<file path="src/rtl/icu_pkg.sv">
package icu_pkg;

    localparam int STEP_W = 2;

    typedef enum logic [1:0] {
        CYC_FETCH     = 2'b00,
        CYC_INDIRECT  = 2'b01,
        CYC_EXECUTE   = 2'b10,
        CYC_INTERRUPT = 2'b11
    } cyc_e;

    localparam int NUM_GATES     = 13;
    localparam int G_PC_TO_MAR   = 0;
    localparam int G_MEM_TO_MBR  = 1;
    localparam int G_PC_INC      = 2;
    localparam int G_MBR_TO_IR   = 3;
    localparam int G_IRA_TO_MAR  = 4;
    localparam int G_MBRA_TO_IRA = 5;
    localparam int G_PC_TO_MBR   = 6;
    localparam int G_SAVE_TO_MAR = 7;
    localparam int G_VEC_TO_PC   = 8;
    localparam int G_MBR_TO_MEM  = 9;
    localparam int G_ACC_ADD     = 10;
    localparam int G_MBR_INC     = 11;
    localparam int G_SKIP        = 12;

endpackage

</file>
<file path="src/rtl/icu_sequencer.sv">
module icu_sequencer
    import icu_pkg::*;
(
    input  logic              clk,
    input  logic              rst,
    input  logic              last_step,
    input  logic              ind_flag,
    input  logic              irq,
    input  logic              ien_set,
    output cyc_e              cyc_q,
    output logic [STEP_W-1:0] step_q
);

    cyc_e              cyc_d;
    logic [STEP_W-1:0] step_d;
    logic              ie_q;
    logic              ie_d;
    logic              enter_intr;

    // state register
    always_ff @(posedge clk) begin
        if (rst) begin
            cyc_q  <= CYC_FETCH;
            step_q <= '0;
            ie_q   <= 1'b0;
        end else begin
            cyc_q  <= cyc_d;
            step_q <= step_d;
            ie_q   <= ie_d;
        end
    end

    // next cycle and step
    always_comb begin
        cyc_d      = cyc_q;
        step_d     = step_q + STEP_W'(1);
        enter_intr = 1'b0;
        if (last_step) begin
            step_d = '0;
            unique case (cyc_q)
                CYC_FETCH:     cyc_d = ind_flag ? CYC_INDIRECT : CYC_EXECUTE;
                CYC_INDIRECT:  cyc_d = CYC_EXECUTE;
                CYC_EXECUTE: begin
                    if (irq && ie_q) begin
                        cyc_d      = CYC_INTERRUPT;
                        enter_intr = 1'b1;
                    end else begin
                        cyc_d = CYC_FETCH;
                    end
                end
                CYC_INTERRUPT: cyc_d = CYC_FETCH;
            endcase
        end
    end

    // interrupt enable: entry clears, pulse sets, clear wins
    always_comb begin
        ie_d = ie_q;
        if (enter_intr) begin
            ie_d = 1'b0;
        end else if (ien_set) begin
            ie_d = 1'b1;
        end
    end

endmodule

</file>
<file path="src/rtl/icu_step_decoder.sv">
module icu_step_decoder
    import icu_pkg::*;
#(
    parameter int OPC_W = 3
) (
    input  cyc_e                 cyc,
    input  logic [STEP_W-1:0]    step,
    input  logic [OPC_W-1:0]     opcode,
    input  logic                 mbr_zero,
    output logic [NUM_GATES-1:0] gates,
    output logic                 rd,
    output logic                 wr,
    output logic                 last_step
);

    logic is_add;
    logic is_isz;

    assign is_add = (opcode == OPC_W'(0));
    assign is_isz = (opcode == OPC_W'(1));

    always_comb begin
        gates     = '0;
        rd        = 1'b0;
        wr        = 1'b0;
        last_step = 1'b0;
        unique case (cyc)
            CYC_FETCH: begin
                case (step)
                    STEP_W'(0): gates[G_PC_TO_MAR] = 1'b1;
                    STEP_W'(1): begin
                        gates[G_MEM_TO_MBR] = 1'b1;
                        gates[G_PC_INC]     = 1'b1;
                        rd                  = 1'b1;
                    end
                    default: begin
                        gates[G_MBR_TO_IR] = 1'b1;
                        last_step          = 1'b1;
                    end
                endcase
            end
            CYC_INDIRECT: begin
                case (step)
                    STEP_W'(0): gates[G_IRA_TO_MAR] = 1'b1;
                    STEP_W'(1): begin
                        gates[G_MEM_TO_MBR] = 1'b1;
                        rd                  = 1'b1;
                    end
                    default: begin
                        gates[G_MBRA_TO_IRA] = 1'b1;
                        last_step            = 1'b1;
                    end
                endcase
            end
            CYC_EXECUTE: begin
                if (!(is_add || is_isz)) begin
                    last_step = 1'b1;
                end else begin
                    case (step)
                        STEP_W'(0): gates[G_IRA_TO_MAR] = 1'b1;
                        STEP_W'(1): begin
                            gates[G_MEM_TO_MBR] = 1'b1;
                            rd                  = 1'b1;
                        end
                        STEP_W'(2): begin
                            if (is_add) begin
                                gates[G_ACC_ADD] = 1'b1;
                                last_step        = 1'b1;
                            end else begin
                                gates[G_MBR_INC] = 1'b1;
                            end
                        end
                        default: begin
                            gates[G_MBR_TO_MEM] = 1'b1;
                            gates[G_SKIP]       = mbr_zero;
                            wr                  = 1'b1;
                            last_step           = 1'b1;
                        end
                    endcase
                end
            end
            CYC_INTERRUPT: begin
                case (step)
                    STEP_W'(0): gates[G_PC_TO_MBR] = 1'b1;
                    STEP_W'(1): begin
                        gates[G_SAVE_TO_MAR] = 1'b1;
                        gates[G_VEC_TO_PC]   = 1'b1;
                    end
                    default: begin
                        gates[G_MBR_TO_MEM] = 1'b1;
                        wr                  = 1'b1;
                        last_step           = 1'b1;
                    end
                endcase
            end
        endcase
    end

endmodule

</file>
<file path="src/rtl/icu_datapath.sv">
module icu_datapath
    import icu_pkg::*;
#(
    parameter  int ADDR_W       = 12,
    parameter  int OPC_W        = 3,
    parameter  int SAVE_ADDR    = 'h0F0,
    parameter  int HANDLER_ADDR = 'h200,
    localparam int DATA_W       = 1 + OPC_W + ADDR_W
) (
    input  logic                 clk,
    input  logic                 rst,
    input  logic [NUM_GATES-1:0] gates,
    input  logic [DATA_W-1:0]    mem_rdata,
    output logic [ADDR_W-1:0]    pc_q,
    output logic [ADDR_W-1:0]    mar_q,
    output logic [DATA_W-1:0]    mbr_q,
    output logic [DATA_W-1:0]    ir_q,
    output logic [DATA_W-1:0]    acc_q,
    output logic [OPC_W-1:0]     opcode,
    output logic                 ind_flag,
    output logic                 mbr_zero
);

    localparam logic [ADDR_W-1:0] SAVE_VEC = ADDR_W'(SAVE_ADDR);
    localparam logic [ADDR_W-1:0] HAND_VEC = ADDR_W'(HANDLER_ADDR);

    assign opcode   = ir_q[ADDR_W +: OPC_W];
    assign ind_flag = mbr_q[DATA_W-1];
    assign mbr_zero = (mbr_q == '0);

    always_ff @(posedge clk) begin
        if (rst) begin
            pc_q <= '0;
        end else if (gates[G_VEC_TO_PC]) begin
            pc_q <= HAND_VEC;
        end else if (gates[G_PC_INC] || gates[G_SKIP]) begin
            pc_q <= pc_q + ADDR_W'(1);
        end
    end

    always_ff @(posedge clk) begin
        if (rst) begin
            mar_q <= '0;
        end else if (gates[G_PC_TO_MAR]) begin
            mar_q <= pc_q;
        end else if (gates[G_IRA_TO_MAR]) begin
            mar_q <= ir_q[ADDR_W-1:0];
        end else if (gates[G_SAVE_TO_MAR]) begin
            mar_q <= SAVE_VEC;
        end
    end

    always_ff @(posedge clk) begin
        if (rst) begin
            mbr_q <= '0;
        end else if (gates[G_MEM_TO_MBR]) begin
            mbr_q <= mem_rdata;
        end else if (gates[G_PC_TO_MBR]) begin
            mbr_q <= {{(DATA_W-ADDR_W){1'b0}}, pc_q};
        end else if (gates[G_MBR_INC]) begin
            mbr_q <= mbr_q + DATA_W'(1);
        end
    end

    always_ff @(posedge clk) begin
        if (rst) begin
            ir_q <= '0;
        end else if (gates[G_MBR_TO_IR]) begin
            ir_q <= mbr_q;
        end else if (gates[G_MBRA_TO_IRA]) begin
            ir_q[ADDR_W-1:0] <= mbr_q[ADDR_W-1:0];
        end
    end

    always_ff @(posedge clk) begin
        if (rst) begin
            acc_q <= '0;
        end else if (gates[G_ACC_ADD]) begin
            acc_q <= acc_q + mbr_q;
        end
    end

endmodule

</file>
<file path="src/rtl/insn_cycle_ctrl.sv">
module insn_cycle_ctrl
    import icu_pkg::*;
#(
    parameter  int ADDR_W       = 12,
    parameter  int OPC_W        = 3,
    parameter  int SAVE_ADDR    = 'h0F0,
    parameter  int HANDLER_ADDR = 'h200,
    localparam int DATA_W       = 1 + OPC_W + ADDR_W
) (
    input  logic                 clk,
    input  logic                 rst,
    input  logic                 irq,
    input  logic                 ien_set,
    input  logic [DATA_W-1:0]    mem_rdata,
    output logic                 mem_rd,
    output logic                 mem_wr,
    output logic [ADDR_W-1:0]    mem_addr,
    output logic [DATA_W-1:0]    mem_wdata,
    output logic [NUM_GATES-1:0] ctl_gates,
    output logic [1:0]           cyc_code,
    output logic [STEP_W-1:0]    step_idx,
    output logic [ADDR_W-1:0]    pc_out,
    output logic [DATA_W-1:0]    acc_out,
    output logic [DATA_W-1:0]    ir_out
);

    cyc_e              cyc;
    logic [STEP_W-1:0] step;
    logic              last_step;
    logic              ind_flag;
    logic              mbr_zero;
    logic [OPC_W-1:0]  opcode;

    icu_sequencer u_seq (
        .clk       (clk),
        .rst       (rst),
        .last_step (last_step),
        .ind_flag  (ind_flag),
        .irq       (irq),
        .ien_set   (ien_set),
        .cyc_q     (cyc),
        .step_q    (step)
    );

    icu_step_decoder #(.OPC_W(OPC_W)) u_dec (
        .cyc       (cyc),
        .step      (step),
        .opcode    (opcode),
        .mbr_zero  (mbr_zero),
        .gates     (ctl_gates),
        .rd        (mem_rd),
        .wr        (mem_wr),
        .last_step (last_step)
    );

    icu_datapath #(
        .ADDR_W       (ADDR_W),
        .OPC_W        (OPC_W),
        .SAVE_ADDR    (SAVE_ADDR),
        .HANDLER_ADDR (HANDLER_ADDR)
    ) u_dp (
        .clk       (clk),
        .rst       (rst),
        .gates     (ctl_gates),
        .mem_rdata (mem_rdata),
        .pc_q      (pc_out),
        .mar_q     (mem_addr),
        .mbr_q     (mem_wdata),
        .ir_q      (ir_out),
        .acc_q     (acc_out),
        .opcode    (opcode),
        .ind_flag  (ind_flag),
        .mbr_zero  (mbr_zero)
    );

    assign cyc_code = cyc;
    assign step_idx = step;

endmodule

</file>
<file path="config.mk">
export PLATFORM = sky130hd
export DESIGN_NAME = insn_cycle_ctrl
export DESIGN_NICKNAME = d
export VERILOG_FILES = /design/src/rtl/icu_pkg.sv /design/src/rtl/icu_sequencer.sv /design/src/rtl/icu_step_decoder.sv /design/src/rtl/icu_datapath.sv /design/src/rtl/insn_cycle_ctrl.sv
export SDC_FILE = /design/constraint.sdc
export NUM_CORES = 1
export LEC_CHECK = 0
export BUFFER_PORTS_ARGS = -buffer_cell sky130_fd_sc_hd__buf_2
export CAP_MARGIN = 0
export CORE_MARGIN = 2
export CORE_UTILIZATION = 53
export CTS_BUF_LIST = sky130_fd_sc_hd__clkbuf_2
export DETAILED_ROUTE_END_ITERATION = 10
export PLACE_DENSITY_LB_ADDON = 0.08
export REMOVE_ABC_BUFFERS = 1
export SLEW_MARGIN = 20
export SYNTH_ARGS = -nofsm -noshare
export SYNTH_HDL_FRONTEND = slang
export SYNTH_HIERARCHICAL = 1
export SYNTH_SLANG_ARGS = --single-unit
</file>
<file path="constraint.sdc">
create_clock -name clk -period 4.35 [get_ports clk]
set_clock_uncertainty 0.1 [all_clocks]
set_input_delay 0.87 -clock clk [delete_from_list [all_inputs] [get_ports clk]]
set_output_delay 0.87 -clock clk [all_outputs]
set_load 0.02 [all_outputs]
</file>
# Word level (Yosys, flattened, before mapping)
# Cells that the tools add are included.
# op_classes
multipliers	0
magnitude_cmp	0
div	0
addsub	4
shifts	0
n_reduce_logical	18
muxes	42
eq_ne	6
bitwise_logic	0
# op_table
op	n
$mux 12	5
$mux 16	3
$mux 10	2
$add 16x1->16 const B	1
$add 16x16->16	1
$logic_not 16->1	1
$mux 1	16
$add 12x1->12 const B	1
$pmux 1 s2	6
$mux 2	5
$reduce_or 2->1	5
$pmux 2 s4	1
$eq 2x2->1 const B	3
$mux 3	2
$reduce_bool 3->1	2
$reduce_or 3->1	2
$eq 2x1->1 const B	2
$logic_not 2->1	2
$mux 4	1
$reduce_bool 2->1	2
$eq 3x1->1 const B	1
$logic_not 3->1	1
$pmux 1 s3	1
$add 2x1->2 const B	1
2 further kinds	3
# word_totals
output_inout_bits	91
ram_bits	0
register_bits	77
n_memories	0
latch_bits	0
rom_bits	0
elab_cells	80
in_bits	20

# Depth between registers and ports, before layout
# Gate-level depths: netlist (run 1).
# logic_depth
depth_word	8
ltp_mapped	12
depth_no_buf	10

# Cells and area by module
# The synthesis (run 1) kept the hierarchy.
# modules_own_cells
mod	cells_per_inst	area_each_um2	seq_area_each_um2	n_inst
icu_datapath	532	4216.5	1441.4	1
icu_step_decoder	32	251.5	0.0	1
icu_sequencer	19	198.9	100.1	1

# Worst setup path before layout (run 1)
# OpenSTA, ideal clock, no wires.
# synth_timing
path_kind	reg2reg
from	register u_seq.cyc_q[1]
to	register u_dp.mbr_q[1]
required_ns	4.122
slack_ns	1.430
n_path_buf	2
path_stages_with_launch	10
setup_ns	0.128
t_arrival_ns	2.693
path_cell_list	dfxtp_1 > ha_1 > nand4bb_1 > nor3b_1 > or3_1 > clkbuf_1 > clkbuf_1 > nor2_1 > a21oi_1 > nor2_1
# synth_via
elab_cells_between_ends	10
cone_classes	3 x eq/ne; 5 x mux; 2 x reduce/logical
# synth_rtl
item	line	source
start: declaration	icu_sequencer.sv:10	output cyc_e cyc_q,
start signal: assignment	icu_sequencer.sv:27	cyc_q <= cyc_d;
$eq 2x2->1	icu_step_decoder.sv:27	unique case (cyc)
$mux 3	icu_step_decoder.sv:27	
net ctl_gates[11]	insn_cycle_ctrl.sv:19	output logic [NUM_GATES-1:0] ctl_gates,
$reduce_bool 3->1 (no line)	n/a	
end signal: assignment	icu_datapath.sv:57	mbr_q <= mem_rdata;
end signal: assignment	icu_datapath.sv:59	mbr_q <= {{(DATA_W-ADDR_W){1'b0}}, pc_q};
end signal: assignment	icu_datapath.sv:61	mbr_q <= mbr_q + DATA_W'(1);
end: declaration	icu_datapath.sv:16	output logic [DATA_W-1:0] mbr_q,
# The timed path passes the listed nets, and every way through them passes these cells.
# A chain may end at the register's enable or synchronous reset.

# Worst setup path in the final report (run 1)
# layout_timing
from	register u_seq.cyc_q[1]
to	output ctl_gates[1]
# layout_via
elab_chain_len	2
elab_cells_between_ends	4
cone_classes	2 x eq/ne; 1 x mux; 1 x reduce/logical
# layout_lines
item	line
$eq 2x2->1 (tied with other cells)	icu_step_decoder.sv:27
$pmux 1 s3 (*)	icu_step_decoder.sv:27
end: declaration	insn_cycle_ctrl.sv:19
# Mark *: on every way between the ends. The rest lies on a longest branch, timed or not.

==> flow_summary.toml, run 1 <==
[setup_path]
cpMaxStageDelayCell = "o31a_1"
path_buf_inv = 1
crit_path_cell_trace = "ha_1 -> nor3b_1 -> o31a_1 -> buf_2"
crit_fanout = 28
critical_path_class = "reg -> out"
crit_path_end_kind = "primary output"
worstPathRequired_ps = 3380
cp_data_arrival_time_ps = 2640
start_kind = "flip-flop"
max_stage_delay_ps = 800
critPathTopFamily = "compound AO/OA/AOI/OAI gates"

[grt]
grt_usage_pct = 25.73
grt_overflow = 0
grt_max_degree = 40
grt_pass1_vias = 4112
grt_pass1_wl_um = 20340
antenna_found_initial = 0

[drt]
via_count = 4583
viasPerCell = 5.891
drc = 0
drt-wirelength-per-cell_um = 16.21
drtIter0Drc = 227
firstDrtPassIters = 4
wl_um = 12610
postRouteAntennaNets = 0

[sta]
final-max-slew-violation-count = 0
tightest_slew_ps = 988.5
fin_setup_tns_ps = 0
grt_setup_unrepaired = "no"
holdWs_ps = 380.5
relSlewSlack_pct = 34.10
hold_violations = 0
fmax_ghz = 0.2769
setup_viol_count_final = 0
fin_crit_ps = 3612
fin_crit_sh_pct = 83.02
setup_slack_ps = 738.4

[placed_design]
place_inst = 762
port_buffers = 110
pre_cts_ws_ps = 1353
gp_congestion = 0.8631
hpwl_um = 9164

[clock_tree]
insertion_delay_ps = 530
clkSinkCount = 77
cts_buffers = 9
cts_hold_buf = 0
clk_pin_slew_ps = 210
clk_path_buf_depth = 2
tritoncts = "done"
cts_max_level = 3
cts-resized-gates = 0
root_buffer = "clkbuf_2"
cts_setup_buffers = 0

[pwr]
internal-power_uw = 1252
p_seq_share_pct = 42.5
pwr-share-comb_pct = 36.0
power.total_uw = 2157
p_sw_share_pct = 41.97
p_leak_uw = 0.002399
ir_drop_mv = 0.1652
p_per_area_nw_per_um2 = 404.4
switching_power_uw = 905.2
clockPowerShare_pct = 21.5

[die]
num_rows = 34
ios = 111
fp.dieW_um = 97.84
initial_core_util_pct = 54.04
core_um2 = 8636
die_h_um = 97.84
die_area_um2 = 9573

[yosys]
async_reset_ff_share_pct = 0
netlist_area_um2 = 4667
synth-warning-count = 6
syn_inst = 583
syn_avg_cell_area_um2 = 8.005
yosys.area.top_type = "dfxtp_1"
ys_top_cells_by_area = "dfxtp_1 33%, ha_1 6.2%, a21oi_1 5.7%"
ys.flop_type = "dfxtp_1"
yosysSeqAreaShare_pct = 33.03
synth_top_cell_area_share_pct = 33.03
ys_seq_elements = 77
synth-edff-count = 0
synth_cell_types = 73

[layout]
num-nets-final = 709
area_delta_synth_final_pct = 14.29
fin_cells = 778
diodes = 0
layout-drive-gt1-share_pct = 21.64

[run]
maxCapViolCount = 0

[min_path]
hold_path.class = "reg -> reg"

[run_status]
status = "completed"
==> path summary, 6_finish.rpt <==
check                                    start  depth (start not counted)             to  slack, ps
worst min-delay path              u_dp/ir_q[5]                          2   u_dp/ir_q[5]        380
worst max register to register  u_seq/cyc_q[1]                          6  u_dp/mbr_q[6]       1310
worst max-delay path            u_seq/cyc_q[1]                          4   ctl_gates[1]        740
worst min register to register    u_dp/ir_q[5]                          2   u_dp/ir_q[5]        380
==> cell usage after synthesis, types with 8 or more instances <==
| library cell | count |
|---|---|
| o21ai_0 | 23 |
| a21oi_1 | 53 |
| nor2_1 | 65 |
| xor2_1 | 12 |
| xnor2_1 | 13 |
| clkbuf_1 | 27 |
| a21o_1 | 10 |
| mux2i_1 | 13 |
| nand2_1 | 56 |
| dfxtp_1 | 77 |
| nor3b_1 | 17 |
| nand2b_1 | 8 |
| inv_1 | 11 |
| ha_1 | 23 |
| nand3_1 | 9 |
| nand4_1 | 9 |
| nor3_1 | 22 |
==> worst min-delay path, stage by stage (launching register included) <==
cell	delay [ps]
dfxtp_1	370
nand2_1	50
a21oi_1	50
==> stage by stage <==
stage	area [um2]	util, %
2_1_floorplan	4471	-
4_1_cts	5334	61.76
6_report	5334	61.76
3_3_place_gp	5191	60.11
5_1_grt	5334	61.76
3_5_place_dp	5191	60.11
==> layout by cell type (no fill, tap or decap), types with 3 or more instances in the layout <==
cell type / count
nor2_1: 65
nor4_1: 3
o211ai_1: 5
buf_2: 110
a311oi_1: 3
and4_1: 3
and2_1: 4
o21ai_0: 23
nor2b_1: 6
buf_4: 4
dfxtp_1: 77
a221oi_1: 4
inv_1: 11
nand2b_1: 8
a211oi_1: 7
a31oi_1: 5
nand3_1: 9
nand4_1: 9
xnor2_1: 13
or2_2: 4
nand3b_1: 3
nand2_1: 56
or3_1: 7
xor2_1: 12
and3_1: 7
o21a_1: 4
a32o_1: 3
nor3b_1: 17
mux2i_1: 13
nor3_1: 21
a21oi_1: 53
a21o_1: 10
clkbuf_2: 9
ha_1: 23
or3b_2: 4
o22ai_1: 4
==> layer usage <==
layer	up-vias	track usage [%]	wire [um]
met2	141	43.05	6037
met4	0	6.410	132
li1	2260	-	-
met1	2167	34.30	5710
met3	15	5.011	733
met5	-	0	0
==> power groups by stage <==
stage	sequential, uW	clock (uW)	combinational (uW)
after global routing	932	506	847
final	917	464	776
after detailed placement	929	0	768
after floorplan	972	0	466
after global placement	922	0	751
after CTS	914	475	771
==> area by class of cell <==
cell class	count	area (um2)
sequential	77	1541
clock buffer	9	45.04
timing repair buffer	114	580.6
inverter	12	45.04
fill	818	3302
multi-input combinational	451	2889
tap	108	135.1
clock inverter	7	97.59
==> registers in the layout, indices dropped and copies added, names as in the netlist <==
| signal | count |
|---|---|
| u_dp/ir_q | 16 |
| u_seq/cyc_q | 2 |
| u_seq/step_q | 2 |
| u_dp/mar_q | 12 |
| u_dp/acc_q | 16 |
| u_dp/pc_q | 12 |
| u_seq/ie_q | 1 |
| u_dp/mbr_q | 16 |
==> cells by family (layout without fill, tap and decap cells) <==
family                   after synthesis  in the layout  share of synthesized area [%]
AND/OR/NAND/NOR                      245            245                          27.72
AO/OA/AOI/OAI                        144            144                          20.00
flip-flops                            77             77                          33.03
buffers and inverters                 55            142                          5.174
XOR/XNOR                              25             25                          4.692
adder cells (fa/ha/maj)               24             24                          6.595
multiplexers                          13             13                          2.788
(Power assumes the default switching activity.)
==> run 2, diff against run 1 <==
--- a/config.mk
+++ b/config.mk
@@ -5,10 +5,11 @@
 export SDC_FILE = /design/constraint.sdc
 export NUM_CORES = 1
 export LEC_CHECK = 0
+export ABC_AREA = 1
 export BUFFER_PORTS_ARGS = -buffer_cell sky130_fd_sc_hd__buf_2
 export CAP_MARGIN = 0
 export CORE_MARGIN = 2
-export CORE_UTILIZATION = 53
+export CORE_UTILIZATION = 51
 export CTS_BUF_LIST = sky130_fd_sc_hd__clkbuf_2
 export DETAILED_ROUTE_END_ITERATION = 10
 export PLACE_DENSITY_LB_ADDON = 0.08
==> constraint.sdc (replaced) <==
create_clock -name clk -period 2.9 [get_ports clk]
set_clock_uncertainty 0.1 [all_clocks]
set_input_delay 0.58 -clock clk [delete_from_list [all_inputs] [get_ports clk]]
set_output_delay 0.58 -clock clk [all_outputs]
set_load 0.02 [all_outputs]
==> flow_summary.toml, run 2 <==
[pwr]
p_leak_uw = 0.002908
p_per_area_nw_per_um2 = 904.6
ir_drop_mv = 0.5714

[die]
die_h_um = 101.6
fp.dieW_um = 101.6
num_rows = 35
die_area_um2 = 10330
initial_core_util_pct = 52.62
ios = 111
core_um2 = 9240

[layout]
fin_cells = 986
final_common_cell = "nand2_1"
fill_cells = 949
area_delta_synth_final_pct = 16.24
reg.largest.list = "u_dp/acc_q: 16 flops, u_dp/ir_q: 16 flops, u_dp/mbr_q: 16 flops"
final_util_pct = 61.16
layout-drive-gt1-share_pct = 19.72
num-nets-final = 896
diodes = 0
final_cell_mix = "159 x nand2_1, 120 x inv_1, 110 x buf_2, 75 x dfxtp_1, 73 x a21oi_1"

[placed_design]
place_inst = 970
hpwl_um = 10900
port_buffers = 110
gp_congestion = 0.9094

[min_path]
min_from = "ien_set"
hold_path.class = "in -> reg"
hold-path-cell-count = 3
min_delay_worst_endpoint = "u_seq/ie_q"

[clock_tree]
cts_max_level = 3
tritoncts = "done"
insertion_delay_ps = 580
cts_setup_buffers = 0
clkSinkCount = 77
clk_path_buf_depth = 2
cts-resized-gates = 0
root_buffer = "clkbuf_2"
cts_hold_buf = 0
cts_buffers = 9
clk_pin_slew_ps = 260

[setup_path]
crit_fanout = 7
crit_path_cell_trace = "inv_1 -> ha_1 -> nand4_1 -> nor3_1 -> inv_1 -> nor2_1 -> buf_2"
worstSetupStartpoint = "u_dp/mbr_q[0]"
crit_path_end_kind = "primary output"
start_kind = "flip-flop"
critical_path_class = "reg -> out"
reg2reg_from = "u_seq/cyc_q[0]"
rr_endpoint = "u_dp/ir_q[10]"
cp_data_arrival_time_ps = 2040
worstPathRequired_ps = 2220
crit_top_cell = "inv_1"
max_stage_delay_ps = 460
reg2reg_slack_ps = 600
rr_worst_depth = 8
cpMaxStageDelayCell = "dfxtp_1"

[sta]
setup_viol_count_final = 0
fin_crit_ps = 2716
relSlewSlack_pct = 60.98
tightest_slew_ps = 583.1
final-max-slew-violation-count = 0
fin_crit_sh_pct = 93.66
fmax_ghz = 0.3682
holdWs_ps = 152.1
hold_violations = 0
grt_setup_unrepaired = "no"

[yosys]
synth_cell_types = 40
synth_most_common_cell = "nand2_1"
yosys.area.top_type = "dfxtp_1"
ys.flop_type = "dfxtp_1"
synth-warning-count = 6
synth-edff-count = 0
ys_top_cells_by_area = "dfxtp_1 32%, nand2_1 12%, inv_1 9.3%"
syn_inst = 749
async_reset_ff_share_pct = 0
synth_top_cell_area_share_pct = 31.70
netlist_area_um2 = 4862
yosysSeqAreaShare_pct = 31.70
syn_avg_cell_area_um2 = 6.492
synth_common_cells = "159 x nand2_1, 120 x inv_1, 77 x dfxtp_1, 73 x a21oi_1, 70 x nor2_1"
ys_seq_elements = 77

[drt]
drc = 0
postRouteAntennaNets = 0
firstDrtPassIters = 5
viasPerCell = 5.220
via_count = 5147
drt-wirelength-per-cell_um = 14.53
drtIter0Drc = 387
wl_um = 14320

[grt]
antenna_found_initial = 0
grt_usage_pct = 28.20
grt_pass1_vias = 4555
grt_max_degree = 44
grt_pass1_wl_um = 22940
grt_overflow = 0

[run]
maxCapViolCount = 0

[run_status]
status = "completed"
-- run 2: changes by cell type after synthesis, sizes merged, moves of 10 or more --
cell    before  now
a21o        10    0
a21oi       53   78
clkbuf      28   13
inv         11  124
mux2i       13    0
nand2       57  161
nand3        9   54
nor2        65   77
nor3b       17    0
o21ai       23   59
xnor2       13    3
-- run 2: layer usage --
metal  routed length, um  global-route usage, %  up-vias
li1                    -                      -     2619
met1                6868                  40.64     2328
met2                6368                  43.83      188
met3                 930                  3.934       12
met4                 155                  8.212        0
met5                   0                      0        -
-- run 2: where the power goes --
group          leakage, uW  switching [uW]  internal [uW]
clock            0.0000756             468            149
sequential        0.000628             414           1350
combinational      0.00220            1830            901
total              0.00291            2710           2400
-- run 2: worst max-delay path, delay by kind of cell, from the launching register on --
kind | cells | cell delay (ps)
AND/OR/NAND/NOR | 3 | 470
buffers and inverters | 3 | 400
adder cells (fa/ha/maj) | 1 | 170
flip-flops | 1 | 460
-- run 2: cells by family after synthesis --
family	synth area share, %
adder cells (fa/ha/maj)	6.331
XOR/XNOR	1.801
flip-flops	31.70
buffers and inverters	12.84
AO/OA/AOI/OAI	17.22
AND/OR/NAND/NOR	30.11
-- run 2: through the flow --
| step | instance area, um2 | total power [uW] | TNS [ps] | setup WS, ps |
|---|---|---|---|---|
| global placement | 5513 | 4425 | 0 | 648.1 |
| CTS | 5634 | 5084 | 0 | 66.43 |
| detailed placement | 5513 | 4462 | 0 | 624.8 |
| global route | 5652 | 5550 | 0 | 0.4925 |
| finish | 5652 | 5113 | 0 | 183.9 |
| floorplan | 4710 | 3512 | -9762 | -604.2 |
-- run 2: how the worst max path moves through the flow --
stage	endpoint	slack [ps]
final	ctl_gates[12]	180
after global routing	ctl_gates[12]	0.5
after CTS	ctl_gates[1]	70
after detailed placement	u_dp/mbr_q[15]	620
after global placement	u_dp/pc_q[9]	650
after floorplan	u_dp/mbr_q[11]	-600
-- run 2: cell type report --
type	count	area (um2)	area share, %
clock buffer	9	45.04	0.7970
clock inverter	7	76.32	1.350
inverter	125	471.7	8.346
multi-input combinational	518	2720	48.13
sequential	77	1544	27.32
tap	129	161.4	2.856
timing repair buffer	121	633.1	11.20
==> run 3, diff against run 2 <==
--- a/config.mk
+++ b/config.mk
@@ -9,12 +9,11 @@
 export BUFFER_PORTS_ARGS = -buffer_cell sky130_fd_sc_hd__buf_2
 export CAP_MARGIN = 0
 export CORE_MARGIN = 2
-export CORE_UTILIZATION = 51
+export CORE_UTILIZATION = 40
 export CTS_BUF_LIST = sky130_fd_sc_hd__clkbuf_2
 export DETAILED_ROUTE_END_ITERATION = 10
 export PLACE_DENSITY_LB_ADDON = 0.08
 export REMOVE_ABC_BUFFERS = 1
-export SLEW_MARGIN = 20
 export SYNTH_ARGS = -nofsm -noshare
 export SYNTH_HDL_FRONTEND = slang
 export SYNTH_HIERARCHICAL = 1
==> flow_summary.toml, run 3 (same netlist as run 2, synthesis figures left out) <==
[pwr]
power.total_uw = 5169
ir_drop_mv = 0.2895
p_per_area_nw_per_um2 = 906.2
p_leak_uw = 0.002914

[min_path]
hold_path.class = "in -> reg"
min_from = "ien_set"

[clock_tree]
clk_path_buf_depth = 2
root_buffer = "clkbuf_2"
tritoncts = "done"
clk_pin_slew_ps = 240
clkSinkCount = 77
cts_hold_buf = 0
cts_setup_buffers = 0
cts_max_level = 3
insertion_delay_ps = 590
cts_buffers = 9

[sta]
fmax_ghz = 0.3653
grt_setup_unrepaired = "no"
hold_violations = 0
holdWs_ps = 89.86
relSlewSlack_pct = 58.57
final-max-slew-violation-count = 0
fin_crit_sh_pct = 94.40
fin_crit_ps = 2738
tightest_slew_ps = 619.2
setup_viol_count_final = 0
fin_setup_tns_ps = 0
setup_slack_ps = 162.3

[placed_design]
gp_congestion = 0.8869
port_buffers = 110
pre_cts_ws_ps = 500.2
hpwl_um = 11430

[layout]
area_delta_synth_final_pct = 17.32
regArea_um2 = 1558
final_cell_mix = "159 x nand2_1, 120 x inv_1, 110 x buf_2, 72 x a21oi_1, 70 x dfxtp_1"
layout-drive-gt1-share_pct = 20.65
multi_input_comb_area_um2 = 2723
diodes = 0
final_common_cell = "nand2_1"
reg.largest.list = "u_dp/acc_q: 16 flops, u_dp/ir_q: 16 flops, u_dp/mbr_q: 16 flops"
final_util_pct = 47.69
fill_cells = 1258
num-nets-final = 896

[drt]
drt-wirelength-per-cell_um = 14.62
drtIter0Drc = 339
postRouteAntennaNets = 0
viasPerCell = 5.086
drc = 0
firstDrtPassIters = 5
via_count = 5106
wl_um = 14680

[grt]
antenna_found_initial = 0
grt_pass1_wl_um = 23490
grt_overflow = 0
grt_pass1_vias = 4768
grt_max_degree = 39
grt_usage_pct = 22.82

[die]
num_rows = 40
initial_core_util_pct = 40.65
fp.dieW_um = 114.3
die_h_um = 114.3
core_um2 = 11960
die_area_um2 = 13050
ios = 111

[setup_path]
crit_fanout = 7
worstPathRequired_ps = 2220
start_kind = "flip-flop"
worstSetupStartpoint = "u_seq/cyc_q[1]"
reg2reg_from = "u_dp/mbr_q[2]"
crit_path_end_kind = "primary output"
critical_path_class = "reg -> out"
cp_data_arrival_time_ps = 2060

[run_status]
status = "completed"

[run]
maxCapViolCount = 0
## run 3: power by group
part           switching [uW]  total, uW  internal, uW
clock network             431        641           210
registers                 407       1770          1360
logic                    1850       2760           904
total                    2690       5170          2480
## run 3: worst max-delay path, cell delays in order (launching register included)
cell and delay [ps]:
dfxtp_1 410, ha_1 240, inv_1 100, nand2_1 70, a31oi_2 410, buf_2 260
## run 3: what timing repair did
item,in CTS,in global routing
gates cloned,0,0
resized for setup,2,12
setup endpoints to repair,2,4
## run 3: path summary, 6_finish.rpt
path,slack (ps),cells after the start,endpoint
setup / recovery,160,5,ctl_gates[1]
hold / removal,90,3,u_seq/ie_q
setup reg to reg,650,12,u_dp/pc_q[9]
hold reg to reg,380,2,u_dp/mar_q[3]
## run 3: per-layer routing
layer	share of wire (%)	GRT usage, %	vias to the layer above	wire length [um]
met5	0	0	-	0
met4	2.7	8.862	0	391
met3	3.7	3.759	26	549
met2	47	38.17	120	6881
met1	47	29.46	2343	6854
li1	-	-	2617	-
## run 3: area by class of cell
cell class,instances,share of cell area [%]
Multi-Input combinational cell,518,47.73
Sequential cell,77,27.31
Timing Repair Buffer,121,11.32
Inverter,125,8.269
Tap cell,147,3.224
Clock inverter,6,1.272
Clock buffer,10,0.8774
## run 3: stage by stage
stage	std cells	instance area, um2
3_3_place_gp	988	5548
6_report	1004	5704
4_1_cts	1004	5680
2_1_floorplan	720	4710
3_5_place_dp	988	5548
5_1_grt	1004	5704
